File: src/rtl/mbx_pkg.sv
package mbx_pkg;
  localparam int PTR_W  = 8;
  localparam int DATA_W = 32;

  typedef struct packed {
    logic h2dPush;
    logic d2hPop;
    logic flush;
  } mbx_strobe_t;

  typedef struct packed {
    logic [PTR_W-1:0]  h2dRd;
    logic [PTR_W-1:0]  h2dWr;
    logic [PTR_W-1:0]  d2hRd;
    logic [PTR_W-1:0]  d2hWr;
    logic [DATA_W-1:0] d2hHead;
  } mbx_ptrs_t;
endpackage

File: src/rtl/mbx_ring.sv
module mbx_ring #(
  parameter int DEPTH = 8
) (
  input  logic                       clk,
  input  logic                       rstN,
  input  logic                       flush,
  input  logic                       pushEn,
  input  logic [mbx_pkg::DATA_W-1:0] pushData,
  input  logic                       popEn,
  output logic [mbx_pkg::DATA_W-1:0] headData,
  output logic [mbx_pkg::PTR_W-1:0]  rdPtr,
  output logic [mbx_pkg::PTR_W-1:0]  wrPtr,
  output logic                       full,
  output logic                       empty
);
  localparam int IDX_W = $clog2(DEPTH);
  localparam logic [mbx_pkg::PTR_W-1:0] DEPTH8 = mbx_pkg::PTR_W'(DEPTH);

  logic [mbx_pkg::DATA_W-1:0] slots [DEPTH];
  logic [mbx_pkg::PTR_W-1:0]  filled;

  assign filled   = wrPtr - rdPtr;
  assign full     = (filled == DEPTH8);
  assign empty    = (filled == '0);
  assign headData = empty ? '0 : slots[rdPtr[IDX_W-1:0]];

  always_ff @(posedge clk or negedge rstN) begin
    if (!rstN) begin
      rdPtr <= '0;
      wrPtr <= '0;
    end else if (flush) begin
      rdPtr <= '0;
      wrPtr <= '0;
    end else begin
      if (pushEn && !full) wrPtr <= wrPtr + 1'b1;
      if (popEn && !empty) rdPtr <= rdPtr + 1'b1;
    end
  end

  always_ff @(posedge clk) begin
    if (pushEn && !full && !flush) slots[wrPtr[IDX_W-1:0]] <= pushData;
  end
endmodule

File: src/rtl/mbx_datapath.sv
module mbx_datapath #(
  parameter int DEPTH = 8
) (
  input  logic                       clk,
  input  logic                       rstN,
  input  mbx_pkg::mbx_strobe_t       strobe,
  input  logic [mbx_pkg::DATA_W-1:0] regWrData,
  input  logic                       devPushEn,
  input  logic [mbx_pkg::DATA_W-1:0] devPushData,
  output logic                       devPushFull,
  input  logic                       devPopEn,
  output logic [mbx_pkg::DATA_W-1:0] devPopData,
  output logic                       devPopValid,
  output mbx_pkg::mbx_ptrs_t         ptrs
);
  logic h2dEmpty, unusedH2dFull, unusedD2hEmpty;

  mbx_ring #(.DEPTH(DEPTH)) h2dRing (
    .clk(clk), .rstN(rstN), .flush(strobe.flush),
    .pushEn(strobe.h2dPush), .pushData(regWrData),
    .popEn(devPopEn), .headData(devPopData),
    .rdPtr(ptrs.h2dRd), .wrPtr(ptrs.h2dWr),
    .full(unusedH2dFull), .empty(h2dEmpty)
  );

  mbx_ring #(.DEPTH(DEPTH)) d2hRing (
    .clk(clk), .rstN(rstN), .flush(strobe.flush),
    .pushEn(devPushEn), .pushData(devPushData),
    .popEn(strobe.d2hPop), .headData(ptrs.d2hHead),
    .rdPtr(ptrs.d2hRd), .wrPtr(ptrs.d2hWr),
    .full(devPushFull), .empty(unusedD2hEmpty)
  );

  assign devPopValid = !h2dEmpty;
endmodule

File: src/rtl/mbx_ctrl.sv
module mbx_ctrl #(
  parameter int DEPTH = 8
) (
  input  logic                       clk,
  input  logic                       rstN,
  input  logic                       regWrEn,
  input  logic                       regRdEn,
  input  logic [1:0]                 regWordAddr,
  input  logic [4:0]                 ctrlWrBits,
  input  logic                       devReady,
  input  logic                       devBell,
  input  mbx_pkg::mbx_ptrs_t         ptrs,
  output mbx_pkg::mbx_strobe_t       strobe,
  output logic [mbx_pkg::DATA_W-1:0] regRdData,
  output logic                       hostIrq,
  output logic                       hostBell,
  output logic                       hostReset,
  output logic                       hostReady
);
  localparam logic [1:0] ADDR_SEND = 2'd0;
  localparam logic [1:0] ADDR_CTRL = 2'd1;
  localparam logic [1:0] ADDR_RECV = 2'd2;
  localparam logic [1:0] ADDR_STAT = 2'd3;
  localparam logic [7:0] DEPTH8 = 8'(DEPTH);

  logic intEn, intStat, ctrlWr;

  assign ctrlWr = regWrEn && (regWordAddr == ADDR_CTRL);

  always_ff @(posedge clk or negedge rstN) begin
    if (!rstN) begin
      intEn     <= 1'b0;
      intStat   <= 1'b0;
      hostReady <= 1'b0;
      hostReset <= 1'b0;
      hostBell  <= 1'b0;
    end else begin
      hostBell <= ctrlWr && ctrlWrBits[2];
      if (ctrlWr) begin
        intEn     <= ctrlWrBits[0];
        hostReady <= ctrlWrBits[3];
        hostReset <= ctrlWrBits[4];
      end
      if (devBell)                          intStat <= 1'b1;
      else if (ctrlWr && ctrlWrBits[1])     intStat <= 1'b0;
    end
  end

  assign hostIrq = intStat && intEn;

  always_comb begin
    strobe.h2dPush = regWrEn && (regWordAddr == ADDR_SEND);
    strobe.d2hPop  = regRdEn && (regWordAddr == ADDR_RECV);
    strobe.flush   = hostReset;
  end

  always_comb begin
    case (regWordAddr)
      ADDR_CTRL: regRdData = {DEPTH8, ptrs.h2dWr, ptrs.h2dRd, 3'b000,
                              hostReset, hostReady, 1'b0, intStat, intEn};
      ADDR_RECV: regRdData = ptrs.d2hHead;
      ADDR_STAT: regRdData = {DEPTH8, ptrs.d2hWr, ptrs.d2hRd, 7'd0, devReady};
      default:   regRdData = '0;
    endcase
  end
endmodule

File: src/rtl/mailbox_doorbell.sv
module mailbox_doorbell #(
  parameter int DEPTH = 8
) (
  input  logic        clk,
  input  logic        rstN,
  input  logic        regWrEn,
  input  logic        regRdEn,
  input  logic [1:0]  regWordAddr,
  input  logic [31:0] regWrData,
  output logic [31:0] regRdData,
  output logic        hostIrq,
  output logic        hostBell,
  output logic        hostReset,
  output logic        hostReady,
  input  logic        devReady,
  input  logic        devBell,
  input  logic        devPushEn,
  input  logic [31:0] devPushData,
  output logic        devPushFull,
  input  logic        devPopEn,
  output logic [31:0] devPopData,
  output logic        devPopValid
);
  mbx_pkg::mbx_strobe_t strobe;
  mbx_pkg::mbx_ptrs_t   dpStat;

  mbx_ctrl #(.DEPTH(DEPTH)) ctrl (
    .clk(clk), .rstN(rstN), .regWrEn(regWrEn), .regRdEn(regRdEn),
    .regWordAddr(regWordAddr), .ctrlWrBits(regWrData[4:0]),
    .devReady(devReady), .devBell(devBell), .ptrs(dpStat),
    .strobe(strobe), .regRdData(regRdData), .hostIrq(hostIrq),
    .hostBell(hostBell), .hostReset(hostReset), .hostReady(hostReady)
  );

  mbx_datapath #(.DEPTH(DEPTH)) dp (
    .clk(clk), .rstN(rstN), .strobe(strobe), .regWrData(regWrData),
    .devPushEn(devPushEn), .devPushData(devPushData),
    .devPushFull(devPushFull), .devPopEn(devPopEn),
    .devPopData(devPopData), .devPopValid(devPopValid), .ptrs(dpStat)
  );
endmodule

File: config.mk
export PLATFORM = sky130hd
export DESIGN_NAME = mailbox_doorbell
export DESIGN_NICKNAME = d
export VERILOG_FILES = /design/src/rtl/mbx_pkg.sv /design/src/rtl/mbx_ring.sv /design/src/rtl/mbx_datapath.sv /design/src/rtl/mbx_ctrl.sv /design/src/rtl/mailbox_doorbell.sv
export SDC_FILE = /design/constraint.sdc
export NUM_CORES = 1
export LEC_CHECK = 0
export BUFFER_PORTS_ARGS = -buffer_cell sky130_fd_sc_hd__buf_4
export CORE_UTILIZATION = 55
export CTS_CLUSTER_DIAMETER = 120
export DETAILED_ROUTE_END_ITERATION = 10
export PLACE_DENSITY_LB_ADDON = 0.12
export SLEW_MARGIN = 20
export SYNTH_ARGS = -nofsm -noshare
export SYNTH_HDL_FRONTEND = slang
export SYNTH_SLANG_ARGS = --single-unit
File: constraint.sdc
create_clock -name clk -period 6.5 [get_ports clk]
set_input_delay 0.325 -clock clk [delete_from_list [all_inputs] [get_ports clk]]
set_output_delay 0.325 -clock clk [all_outputs]
set_load 0.05 [all_outputs]
# After elaboration in Yosys (flattened, before gate mapping)
# Memory sizes are Yosys's and may differ from the RTL's.
# Cells that the tools add are included.
[word_totals]
memories = 2
output_inout_bits = 70
register_bits = 37
ram_bits = 512
in_bits = 74
elab_cells = 64
[mem_list]
columns = ["name", "depth", "width", "read_ports", "rd_clocked_by_memory_dff", "wr", "line_no", "text"]
rows = [
  ["dp.d2hRing.slots", 8, 32, 1, 0, 1, "mbx_ring.sv:19", "logic [mbx_pkg::DATA_W-1:0] slots [DEPTH];"],
  ["dp.h2dRing.slots", 8, 32, 1, 0, 1, "mbx_ring.sv:19", ""],
]
[op_classes]
eq_ne = 5
mux = 17
reduce_logical = 25
add_sub_neg = 6
[op_table]
columns = ["cell", "n"]
rows = [
  ["one-hot mux 32 bit (3 select lines)", 1],
  ["two-way mux 32 bit", 2],
  ["two-way mux 8 bit", 8],
  ["adder 8 x 1 -> 8 bit (second input constant)", 4],
  ["== test 8 x 4 -> 1 bit (second input constant)", 2],
  ["logical NOT 8 bit", 2],
  ["subtractor 8 bit", 2],
  ["logical AND 1 bit", 12],
  ["nonzero test 2 bit", 5],
  ["two-way mux 1 bit", 6],
  ["logical NOT 1 bit", 5],
  ["== test 2 bit (second input constant)", 2],
  ["== test 2 x 1 -> 1 bit (second input constant)", 1],
  ["logical NOT 2 bit", 1],
]

# Logic depth before layout (Yosys ltp)
# Gate-level depths: netlist of the first run.
[depth]
word_depth = 7
mapped_depth = 13
ltp_nobuf = 9

# Modules after synthesis
# A second synthesis of the first run with hierarchy kept.
[unflattened]
cells_unflattened = 1264
hier_area_um2 = 22624.2
[modules_own_cells]
columns = ["mod", "seq_area_each_um2", "area_per_inst_um2", "n_inst", "cells_each"]
rows = [
  ["mbx_ring (dp.d2hRing)", 8087.8, 10998.0, 1, 604],
  ["mbx_ring (dp.h2dRing)", 8087.8, 10866.7, 1, 585],
  ["mbx_ctrl", 125.1, 755.7, 1, 74],
  ["mbx_datapath", 0.0, 3.8, 1, 1],
]

# Least setup slack after synthesis of the first run
# Ideal clock, no wire load.
[synth_timing]
path_type = "flip-flop to flip-flop"
startpoint = "register dp.d2hRing.rdPtr[1] in the netlist's numbering"
endpoint = "memory dp.d2hRing.slots[0][0] in the netlist's numbering, enable pin"
setup_ns = 0.513
path_buffers = 3
t_arrival_ns = 6.182
slack_ns = -0.195
t_required_ns = 5.987
period_less_slack_ns = 6.695
path_stages_with_launch = 12
path_cell_list = "dfrtp_1 > clkbuf_1 > buf_1 > inv_1 > ha_1 > nand2b_1 > a21oi_1 > a311oi_1 > mux2i_1 > nor3_1 > clkbuf_1 > nor4b_1"
[synth_via]
elab_chain_len = 7
[synth_rtl]
columns = ["element", "line_no", "text"]
rows = [
  ["start, declared", "mbx_ring.sv:11", "output logic [mbx_pkg::PTR_W-1:0] rdPtr,"],
  ["start signal, assigned", "mbx_ring.sv:36", "if (popEn && !empty) rdPtr <= rdPtr + 1'b1;"],
  ["subtractor 8 bit", "mbx_ring.sv:22", "assign filled = wrPtr - rdPtr;"],
  ["== test 8 x 4 -> 1 bit", "mbx_ring.sv:23", "assign full = (filled == DEPTH8);"],
  ["named net devPushFull", "mailbox_doorbell.sv:19", "output logic devPushFull,"],
  ["logical NOT 1 bit", "mbx_ring.sv:41", "if (pushEn && !full && !flush) slots[wrPtr[IDX_W-1:0]] <= pushData;"],
  ["logical AND 1 bit (2 in series)", "mbx_ring.sv:41", ""],
  ["two-way mux 1 bit", "mbx_ring.sv:41", ""],
  ["two-way mux 1 bit (not written as such)", "mbx_ring.sv:41", ""],
  ["end, declared", "mbx_ring.sv:19", ""],
]
# The timed path passes the listed nets, and every way through them passes these cells.

# Final worst setup path of the first run
[layout_timing]
startpoint = "register dp.d2hRing.rdPtr[2] in the netlist's numbering"
endpoint = "output regRdData[3]"
[layout_via]
elab_chain_len = 4
elab_cells_between_ends = 5
classes_between = "1 x add/sub; 2 x mux; 1 x reduce/logical; 1 x memory"
[layout_rtl]
columns = ["element", "line_no", "text"]
rows = [
  ["subtractor 8 bit", "mbx_ring.sv:22", ""],
  ["logical NOT 8 bit", "mbx_ring.sv:24", "assign empty = (filled == '0);"],
  ["two-way mux 32 bit (*)", "mbx_ring.sv:25", "assign headData = empty ? '0 : slots[rdPtr[IDX_W-1:0]];"],
  ["one-hot mux 32 bit (3 select lines) (*)", "mbx_ctrl.sv:58", "case (regWordAddr)"],
  ["end, declared", "mailbox_doorbell.sv:10", "output logic [31:0] regRdData,"],
]
# Mark *: on every way between the ends. The rest lies on a longest branch, timed or not.

==> metrics.csv, run 1 <==
stage,metric,value,unit
floorplan,initial core utilization,56.0,%
yosys,Post-synth EDFFs,512,
yosys,post-synthesis sequential element count,549,
setup_path,"CP delay by family, top",simple AND/OR/NAND/NOR gates,
floorplan,Die Y,203,um
finish,most frequent cells in the layout,"512 x edfxtp_1, 173 x buf_4, 128 x mux4_2",
setup_path,"slowest stage cell, crit path",dfrtp_1,
clocking,Num CTS Buffers,54,
sta,final setup fails,0,
sta,fin crit period,4.98,ns
sta,FMAX,201,MHz
routing,post-route antenna net violation count,0,
routing,DR vias,12000,
grt,GR Layer Usage met2,39.8,%
yosys,Syn Area/Cell,18.3,um^2
setup_path,"Max FO, Critical Path",31,
setup_path,CP required,6.17,ns
routing,WL per Instance,23.6,um
finish,P&R area growth vs syn,18.5,%
yosys,Yosys top cell area share,69.0,%
grt,first-pass GRT wire length,71800,um
clocking,CTS H-tree depth,2,
setup_path,CP endpoint kind,output port,
finish,"most common cell after layout, fill and taps aside",edfxtp_1,
yosys,leading register cell type out of synthesis,edfxtp_1,
setup_path,Worst path most repeated cell,o21ai_0,
floorplan,Boundary Pins,144,
floorplan,die area,41300,um^2
outcome,status,"complete, no violations",
yosys,"Net Count, Synth",1310,
floorplan,row cnt,73,
finish,Storage cell area,16300,um^2
finish,"Core Util, Final",66.3,%
grt,global routing usage on met1,31.3,%
floorplan,Die Wd,203,um
setup_path,delay of the slowest critical-path stage,0.91,ns
sta,Slew @ Worst Pin,1.11,ns
grt,vias in the first global route,12000,
routing,DRT iter0 DRCs,735,
yosys,synthesized area,22300,um^2
yosys,"top cells by area, synth","edfxtp_1 69%, mux4_2 13%, dfrtp_1 4.2%",
setup_path,critical path startpoint category,flop,
clocking,Clock Latency Late Sink,0.60,ns
grt,total congestion overflow,0,
routing,vias per inst,5.93,
grt,GRT busiest layer,met2,
setup_path,critical path class,flop to output port,
sta,Final Hold Fails,0,
finish,Finished Layout Cells,2015,
clocking,TritonCTS clock tree,yes,
sta,Pins Over Slew Limit,0,
setup_path,WP buf/inv,2,
clocking,Clock Sink Count,549,
sta,fin crit share,76.7,%
power,Power Dens Cells,383,nW/um^2
placed_design,IO buf count,143,
clocking,Worst-path clk slew,0.06,ns
yosys,Synth warnings,0,
setup_path,data arrival time of the worst path,4.66,ns
hold_path,HP Class,input pin to flop,
grt,met3 Track Usage GR,3.79,%
routing,Detailed Routing Iterations Pass 1,5,
clocking,CTS max path bufs,3,
setup_path,critical path cell sequence,"inv_2, ha_1, o21ai_0, a21oi_1, a311oi_1, mux2i_1, or3b_1, nand2_2, o21ai_0, buf_4",
yosys,asr flop ratio synth,6.74,%
placed_design,placed insts,1853,
routing,final WL,47600,um
grt,largest net degree at the start of global routing,70,
placed_design,DP HPWL,27800,um
grt,total track usage,23.5,%
power,Peak VDD IR,0.268,mV
yosys,sequential share of the synthesized area,73.1,%
floorplan,core area,39800,um^2
power,P_leak,0.00895,uW
sta,Setup Skew,0.0238,ns
run,max_cap viols,0,
sta,slew margin rel.,25.9,%
sta,post-route setup TNS,0,ns
yosys,Synth area leader,edfxtp_1,
finish,Final nets,1542,
routing,residual DRC count,0,
placed_design,RePlAce Congestion,0.876,
clocking,setup bufs post-CTS,0,
clocking,Root Buffer,clkbuf_16,
finish,Multi-input gate area,5750,um^2
sta,RSZ-0062 raised after global routing,no,
grt,initial antenna violation count,2,
finish,Fillers,2736,
yosys,Mapped Cells,1218,
yosys,unique cell type count in the Yosys netlist,61,
finish,layout cells sized above 1,28.7,%
[worst reg2reg max path, stage by stage, from the launching register on]
cell and delay, ns:
dfrtp_1 0.91, inv_2 0.09, ha_1 0.35, o21ai_0 0.15, a21oi_1 0.09, a311oi_1 0.39, mux2i_1 0.40, nor3_1 0.09
buf_4 0.19, nor4b_4 0.80, buf_4 0.50
[per-layer routing]
layer  vias to the layer above  routed length, um
met1                      6187              19600
met5                         -                 13
met4                         2               1140
li1                       5352                  -
met2                       350              24300
met3                        68               2580
[metrics by stage]
step | cell area, um^2 | setup slack (ns) | total power [uW] | hold WS, ns
2_1_floorplan | 22300 | 0.0275 | 6440 | 0.0294
3_3_place_gp | 24100 | 2.00 | 7280 | 0.343
3_5_place_dp | 24100 | 1.76 | 7300 | 0.350
4_1_cts | 26400 | 1.13 | 10200 | 0.00348
5_1_grt | 26400 | 1.29 | 10500 | 0.0213
6_report | 26400 | 1.52 | 10100 | 0.0352
[Yosys cell counts, types with 3 or more instances]
cell	count
nand3b_1	3
nor2_1	23
a31o_2	4
buf_2	6
nor2b_1	11
a21oi_1	78
or4_1	3
and3_1	14
nor4b_1	3
o21ai_0	31
nand2b_1	11
nor3_1	16
mux2_2	11
a211o_1	3
nor4_1	7
nand4_1	10
clkbuf_1	52
buf_1	3
o31ai_1	3
nand3_1	10
mux4_2	128
mux2i_1	25
ha_1	18
xnor2_1	5
nand2_1	114
edfxtp_1	512
dfrtp_1	37
inv_1	19
or3_1	9
a22oi_1	7
[area by class of cell]
type                    count  share of cell area [%]
repair buffers            240                    7.50
well taps                 525                    2.49
inverters                  20                   0.284
multi-input cells         585                    21.8
clock inverters            30                   0.777
clock buffers              65                    5.36
flip-flops and latches    549                    61.8
diodes                      1                 0.00948
[worst paths after layout]
check | depth (start not counted) | end | startpoint | slack (ns)
min in group asynchronous | 2 | dp.d2hRing.rdPtr[3] | rstN | 0.28
worst max register to register | 10 | dp.d2hRing.slots[0][18] | dp.d2hRing.rdPtr[2] | 2.16
worst min-delay path | 2 | ctrl.hostBell | regWrEn | 0.04
worst max-delay path | 10 | regRdData[3] | dp.d2hRing.rdPtr[2] | 1.52
worst min register to register | 1 | ctrl.intStat | ctrl.intStat | 0.51
max in group asynchronous | 2 | dp.h2dRing.rdPtr[0] | rstN | 5.79
[report_power, final]
part           total, uW  switching (uW)  internal (uW)
combinational       3070            1950           1120
clock               2880            1260           1620
sequential          4160             138           4020
[cells by family after synthesis]
kind of cell	synth area share, %
DFF	73.1
and+or+nand+nor	5.41
muxes	14.7
AOI/OAI and AO/OA	3.95
buffers and inverters	1.52
adders and majority gates	1.01
xor gates and xnor gates	0.275
[state kept, by name, summed over array words and instances (netlist names)]
register and cells:
dp.d2hRing.slots 256, dp.h2dRing.slots 256, dp.d2hRing.rdPtr 8, dp.d2hRing.wrPtr 8, dp.h2dRing.rdPtr 8, dp.h2dRing.wrPtr 8
ctrl.hostBell 1, ctrl.hostReady 1, ctrl.hostReset 1, ctrl.intEn 1, ctrl.intStat 1
[what timing repair did]
| item | CTS | global route |
|---|---|---|
| gates resized for setup | 0 | 0 |
| hold buffers | 66 | 0 |
| hold endpoints to repair | 550 | 0 |
Power figures use the tool's default switching activity.
==> run 2: changes to the inputs <==
==> constraint.sdc (replaced) <==
create_clock -name clk -period 4.3 [get_ports clk]
set_input_delay 0.215 -clock clk [delete_from_list [all_inputs] [get_ports clk]]
set_output_delay 0.215 -clock clk [all_outputs]
set_load 0.05 [all_outputs]
==> run 2 against run 1 <==
Net effect: register-to-register slack worse by 1.5 ns; final cell count up 1.2%; clock-buffer cell count up 13; first-iteration DRC count down 4.9%; combinational power up 57%; routed wire length down 0.39%; sequential cell count unchanged; power up 55%; utilization up 1.0 points; critical path depth up 1; global-route usage up 0.10 points.
==> metrics.csv, run 2 (same netlist as run 1, synthesis figures left out) <==
stage,metric,value,unit
outcome,status,"complete, no violations",
setup_path,critical path class,flop to output port,
sta,RSZ-0062 raised after global routing,no,
clocking,Num CTS Buffers,54,
setup_path,critical path cell sequence,"inv_1, ha_1, nand2b_1, a21oi_1, o2111ai_1, a221o_1, or3b_4, nand2_1, buf_6, o21ai_0, buf_4",
clocking,CTS max path bufs,3,
floorplan,initial core utilization,56.0,%
finish,most frequent cells in the layout,"512 x edfxtp_1, 186 x buf_4, 128 x mux4_2",
floorplan,Die Wd,203,um
floorplan,core area,39800,um^2
placed_design,IO buf count,143,
grt,first-pass GRT wire length,72100,um
routing,WL per Instance,23.3,um
finish,"Core Util, Final",67.3,%
setup_path,CP required,4.09,ns
power,P_leak,0.00916,uW
grt,total track usage,23.6,%
routing,DRT iter0 DRCs,699,
power,Pwr Total,15700,uW
power,Peak VDD IR,0.415,mV
placed_design,DP HPWL,27900,um
grt,total congestion overflow,0,
clocking,TritonCTS clock tree,yes,
routing,DR vias,12100,
grt,vias in the first global route,12300,
power,Power Dens Cells,584,nW/um^2
clocking,Clock Sink Count,549,
sta,Pins Over Slew Limit,0,
sta,Final Hold Fails,0,
finish,Final nets,1561,
setup_path,"Max FO, Critical Path",25,
sta,slew margin rel.,31.1,%
sta,final setup fails,0,
setup_path,delay of the slowest critical-path stage,0.52,ns
grt,initial antenna violation count,3,
setup_path,data arrival time of the worst path,3.89,ns
finish,Fillers,2664,
routing,residual DRC count,0,
floorplan,die area,41300,um^2
setup_path,CP endpoint kind,output port,
clocking,Worst-path clk slew,0.06,ns
sta,fin crit share,95.4,%
routing,final WL,47400,um
finish,layout cells sized above 1,29.3,%
finish,"most common cell after layout, fill and taps aside",edfxtp_1,
clocking,Clock Latency Late Sink,0.59,ns
clocking,CTS H-tree depth,2,
sta,Setup Skew,0.0114,ns
sta,fin crit period,4.10,ns
floorplan,Die Y,203,um
floorplan,row cnt,73,
routing,vias per inst,5.92,
sta,FMAX,244,MHz
sta,Slew @ Worst Pin,1.03,ns
grt,largest net degree at the start of global routing,70,
run,max_cap viols,0,
routing,post-route antenna net violation count,0,
placed_design,RePlAce Congestion,0.816,
setup_path,"slowest stage cell, crit path",dfrtp_2,
finish,P&R area growth vs syn,20.2,%
clocking,Root Buffer,clkbuf_16,
routing,Detailed Routing Iterations Pass 1,5,
hold_path,HP Class,input pin to flop,
setup_path,critical path startpoint category,flop,
floorplan,Boundary Pins,144,
[run 2: cell count changes in the layout (fill, tap and decap cells not counted), sizes merged]
cell and delta:
clkinvlp -1, inv -2, dlygate4sd3 +3, bufinv +2
buf +16, clkbuf +13, clkinv -7, diode +1
[run 2: routing by layer]
layer | track usage, % | vias up | part of all wire [%]
li1 | - | 5422 | -
met1 | 31.8 | 6258 | 42
met2 | 40.1 | 341 | 51
met3 | 4.28 | 57 | 5.5
met4 | 6.04 | 0 | 1.8
met5 | 0 | - | 0
[run 2: worst paths after layout]
| check | slack [ns] | depth (start not counted) | to | start |
|---|---|---|---|---|
| hold reg to reg | 0.60 | 1 | ctrl.hostReady | ctrl.hostReady |
| min in group asynchronous | 0.18 | 2 | dp.d2hRing.rdPtr[2] | rstN |
| hold / removal | 0.05 | 4 | dp.h2dRing.rdPtr[4] | devPopEn |
| max in group asynchronous | 3.69 | 2 | dp.h2dRing.rdPtr[0] | rstN |
| setup / recovery | 0.20 | 11 | regRdData[15] | dp.d2hRing.wrPtr[0] |
| setup reg to reg | 0.67 | 9 | dp.h2dRing.slots[0][9] | dp.h2dRing.rdPtr[0] |
[run 2: critical path, delay by kind of cell (launching register included)]
family | cells | cell delay, ns
compound gates | 4 | 1.02
simple gates | 3 | 0.89
buf+inv | 3 | 0.62
flops | 1 | 0.52
fa+ha+maj | 1 | 0.23
[run 2: area by class of cell]
class / count / area, um^2 / share of cell area (%)
Clock inverter: 22 / 204 / 0.761
Clock buffer: 78 / 1550 / 5.77
Inverter: 20 / 75.1 / 0.280
Timing Repair Buffer: 259 / 2150 / 8.02
Tap cell: 525 / 657 / 2.45
Antenna cell: 2 / 5.00 / 0.0187
Multi-Input combinational cell: 585 / 5840 / 21.8
Sequential cell: 549 / 16300 / 60.9
[run 2: stage by stage]
step | cell area [um^2] | hold slack (ns) | instances | setup TNS (ns) | worst slack [ns]
CTS | 26700 | 0.0132 | 2032 | 0 | 0.0689
detailed placement | 24300 | 0.231 | 1863 | 0 | 0.495
finish | 26800 | 0.0525 | 2040 | 0 | 0.199
floorplan | 22400 | -0.0806 | 1218 | -95.60 | -0.737
global route | 26800 | 0.0347 | 2040 | 0 | 0.0500
global placement | 24300 | 0.232 | 1863 | 0 | 0.618
[run 2: report_power, final]
group / switching (uW) / total, uW / internal (uW)
clock: 1880 / 4600 / 2720
combinational: 3050 / 4820 / 1770
sequential: 149 / 6230 / 6080
[run 2: what timing repair did]
| action | in CTS | in global routing |
|---|---|---|
| endpoints found under the setup margin | 31 | 14 |
| hold buffers | 69 | 0 |
| pin swaps | 0 | 0 |
| endpoints found under the hold margin | 555 | 0 |
| setup buffers | 0 | 6 |
| gates resized for setup | 3 | 2 |
==> run 3: changes to the inputs <==
--- a/config.mk
+++ b/config.mk
@@ -10,6 +10,7 @@
 export CTS_CLUSTER_DIAMETER = 120
 export DETAILED_ROUTE_END_ITERATION = 10
 export PLACE_DENSITY_LB_ADDON = 0.12
+export REMOVE_ABC_BUFFERS = 1
 export SLEW_MARGIN = 20
 export SYNTH_ARGS = -nofsm -noshare
 export SYNTH_HDL_FRONTEND = slang
==> run 3 against run 2 <==
Net effect: final area shrank 0.96%; critical path depth is the same; utilization shrank 0.65 points; global-route usage grew 0.70 points; maximum frequency grew 2.2%; critical path type unchanged; largest cell class unchanged; largest power group unchanged; highest routed layer unchanged.
==> metrics.csv, run 3 (same netlist as run 1, synthesis figures left out) <==
stage,metric,value,unit
outcome,status,"complete, no violations",
placed_design,RePlAce Congestion,0.810,
clocking,Num CTS Buffers,55,
power,Pint,10300,uW
finish,Final nets,1552,
setup_path,worst r2r src,dp.h2dRing.wrPtr[2],
sta,final setup fails,0,
power,Sw Pwr,5140,uW
power,Power Dens Cells,583,nW/um^2
floorplan,Die Wd,203,um
clocking,Worst-path clk slew,0.06,ns
sta,FMAX,249,MHz
power,Comb pwr share,31.4,%
floorplan,row cnt,73,
power,sequential share of power,39.9,%
setup_path,critical path cell sequence,"inv_1, ha_1, nand2b_1, a21oi_1, o2111ai_1, a221o_1, or3b_4, nand2_4, buf_12, o21ai_0, buf_4",
sta,slew margin rel.,32.1,%
setup_path,"slowest stage cell, crit path",dfrtp_1,
clocking,TritonCTS clock tree,yes,
power,Clk pwr share,28.8,%
sta,RSZ-0062 raised after global routing,no,
power,Switching Share,33.2,%
sta,Final Hold Fails,0,
grt,first-pass GRT wire length,74400,um
power,Peak VDD IR,0.427,mV
setup_path,critical path class,flop to output port,
run,max_cap viols,0,
grt,initial antenna violation count,0,
hold_path,Worst Hold Launch,devPopEn,
clocking,Clock Latency Late Sink,0.61,ns
sta,Pins Over Slew Limit,0,
routing,DR vias,12000,
routing,final WL,48700,um
setup_path,critical path startpoint category,flop,
sta,Setup Skew,0.0185,ns
power,Pwr Total,15500,uW
clocking,CTS max path bufs,3,
setup_path,"CP delay by family, top",compound AO/OA/AOI/OAI gates,
finish,Fillers,2757,
finish,"most common cell after layout, fill and taps aside",edfxtp_1,
setup_path,CP endpoint kind,output port,
clocking,CTS H-tree depth,2,
routing,WL per Instance,24.0,um
hold_path,HP Class,input pin to flop,
finish,P&R area growth vs syn,19.1,%
setup_path,CP required,4.09,ns
clocking,Root Buffer,clkbuf_16,
setup_path,Crit. Startpoint,dp.d2hRing.wrPtr[0],
sta,Slew @ Worst Pin,1.02,ns
routing,Detailed Routing Iterations Pass 1,5,
clocking,Clock Sink Count,549,
setup_path,"Max FO, Critical Path",22,
routing,vias per inst,5.93,
finish,most frequent cells in the layout,"512 x edfxtp_1, 178 x buf_4, 128 x mux4_2",
power,P_leak,0.00902,uW
setup_path,WP buf/inv,3,
sta,fin crit share,93.3,%
grt,largest net degree at the start of global routing,70,
finish,layout cells sized above 1,28.6,%
floorplan,die area,41300,um^2
routing,post-route antenna net violation count,0,
placed_design,IO buf count,143,
finish,"Core Util, Final",66.6,%
grt,vias in the first global route,12400,
setup_path,delay of the slowest critical-path stage,0.57,ns
floorplan,core area,39800,um^2
floorplan,Die Y,203,um
floorplan,initial core utilization,56.0,%
setup_path,data arrival time of the worst path,3.80,ns
routing,residual DRC count,0,
sta,Final Hold Slack,0.0460,ns
grt,total track usage,24.3,%
grt,total congestion overflow,0,
floorplan,Boundary Pins,144,
placed_design,DP HPWL,28000,um
routing,DRT iter0 DRCs,841,
setup_path,r2r setup slk,0.70,ns
sta,fin crit period,4.01,ns
[run 3: cell type report]
type / instances / area [um^2] / share of cell area (%)
sequential: 549 / 16300 / 61.5
multi-input combinational: 585 / 5750 / 21.7
timing repair buffer: 249 / 2070 / 7.79
clock buffer: 69 / 1450 / 5.46
tap: 525 / 657 / 2.48
clock inverter: 33 / 221 / 0.835
inverter: 20 / 75.1 / 0.283
antenna: 1 / 2.50 / 0.00943
[run 3: final timing paths]
check,endpoint,cells after the start
min in group asynchronous,ctrl.intStat,2
worst max register to register,dp.h2dRing.slots[4][23],9
worst min-delay path,dp.h2dRing.rdPtr[3],4
worst max-delay path,regRdData[23],11
max in group asynchronous,dp.h2dRing.rdPtr[0],2
worst min register to register,ctrl.hostReady,1
[run 3: timing repair]
action,in CTS,in global routing
hold endpoints to repair,555,0
cloned,0,0
hold buffers,69,0
setup buffers,0,0
pin swaps,0,0
gates resized for setup,1,2
endpoints found under the setup margin,25,25
[run 3: metal layers]
layer	global-route usage, %	wire (um)	up-vias
li1	-	-	5392
met1	32.5	20300	6280
met2	41.4	25000	302
met3	3.85	2400	68
met4	7.30	985	0
met5	0	0	-
[run 3: worst reg2reg max path: stages (launching register included)]
cell	delay (ns)
dfrtp_1	0.49
ha_1	0.40
nor2_1	0.16
a21oi_1	0.09
a21oi_1	0.24
mux2i_1	0.57
a211o_1	0.31
nand3_1	0.24
nor3_2	0.19
buf_4	0.48
[run 3: metrics by stage]
step | area, um^2 | setup TNS (ns) | worst slack, ns | cells
after detailed placement | 24200 | 0 | 0.485 | 1859
after CTS | 26500 | 0 | 0.0110 | 2030
after global routing | 26500 | 0 | 0.108 | 2030
after global placement | 24200 | 0 | 0.632 | 1859
final | 26500 | 0 | 0.288 | 2031
after floorplan | 22000 | -1588.74 | -3.92 | 1154
[run 3: power by group through the flow]
stage          clock network, uW  registers, uW  logic, uW
6_report                    4450           6170       4860
5_1_grt                     4720           6190       5150
4_1_cts                     4530           6170       4900
3_5_place_dp                   0           6280       4820
3_3_place_gp                   0           6270       4790
2_1_floorplan                  0           6570       3110
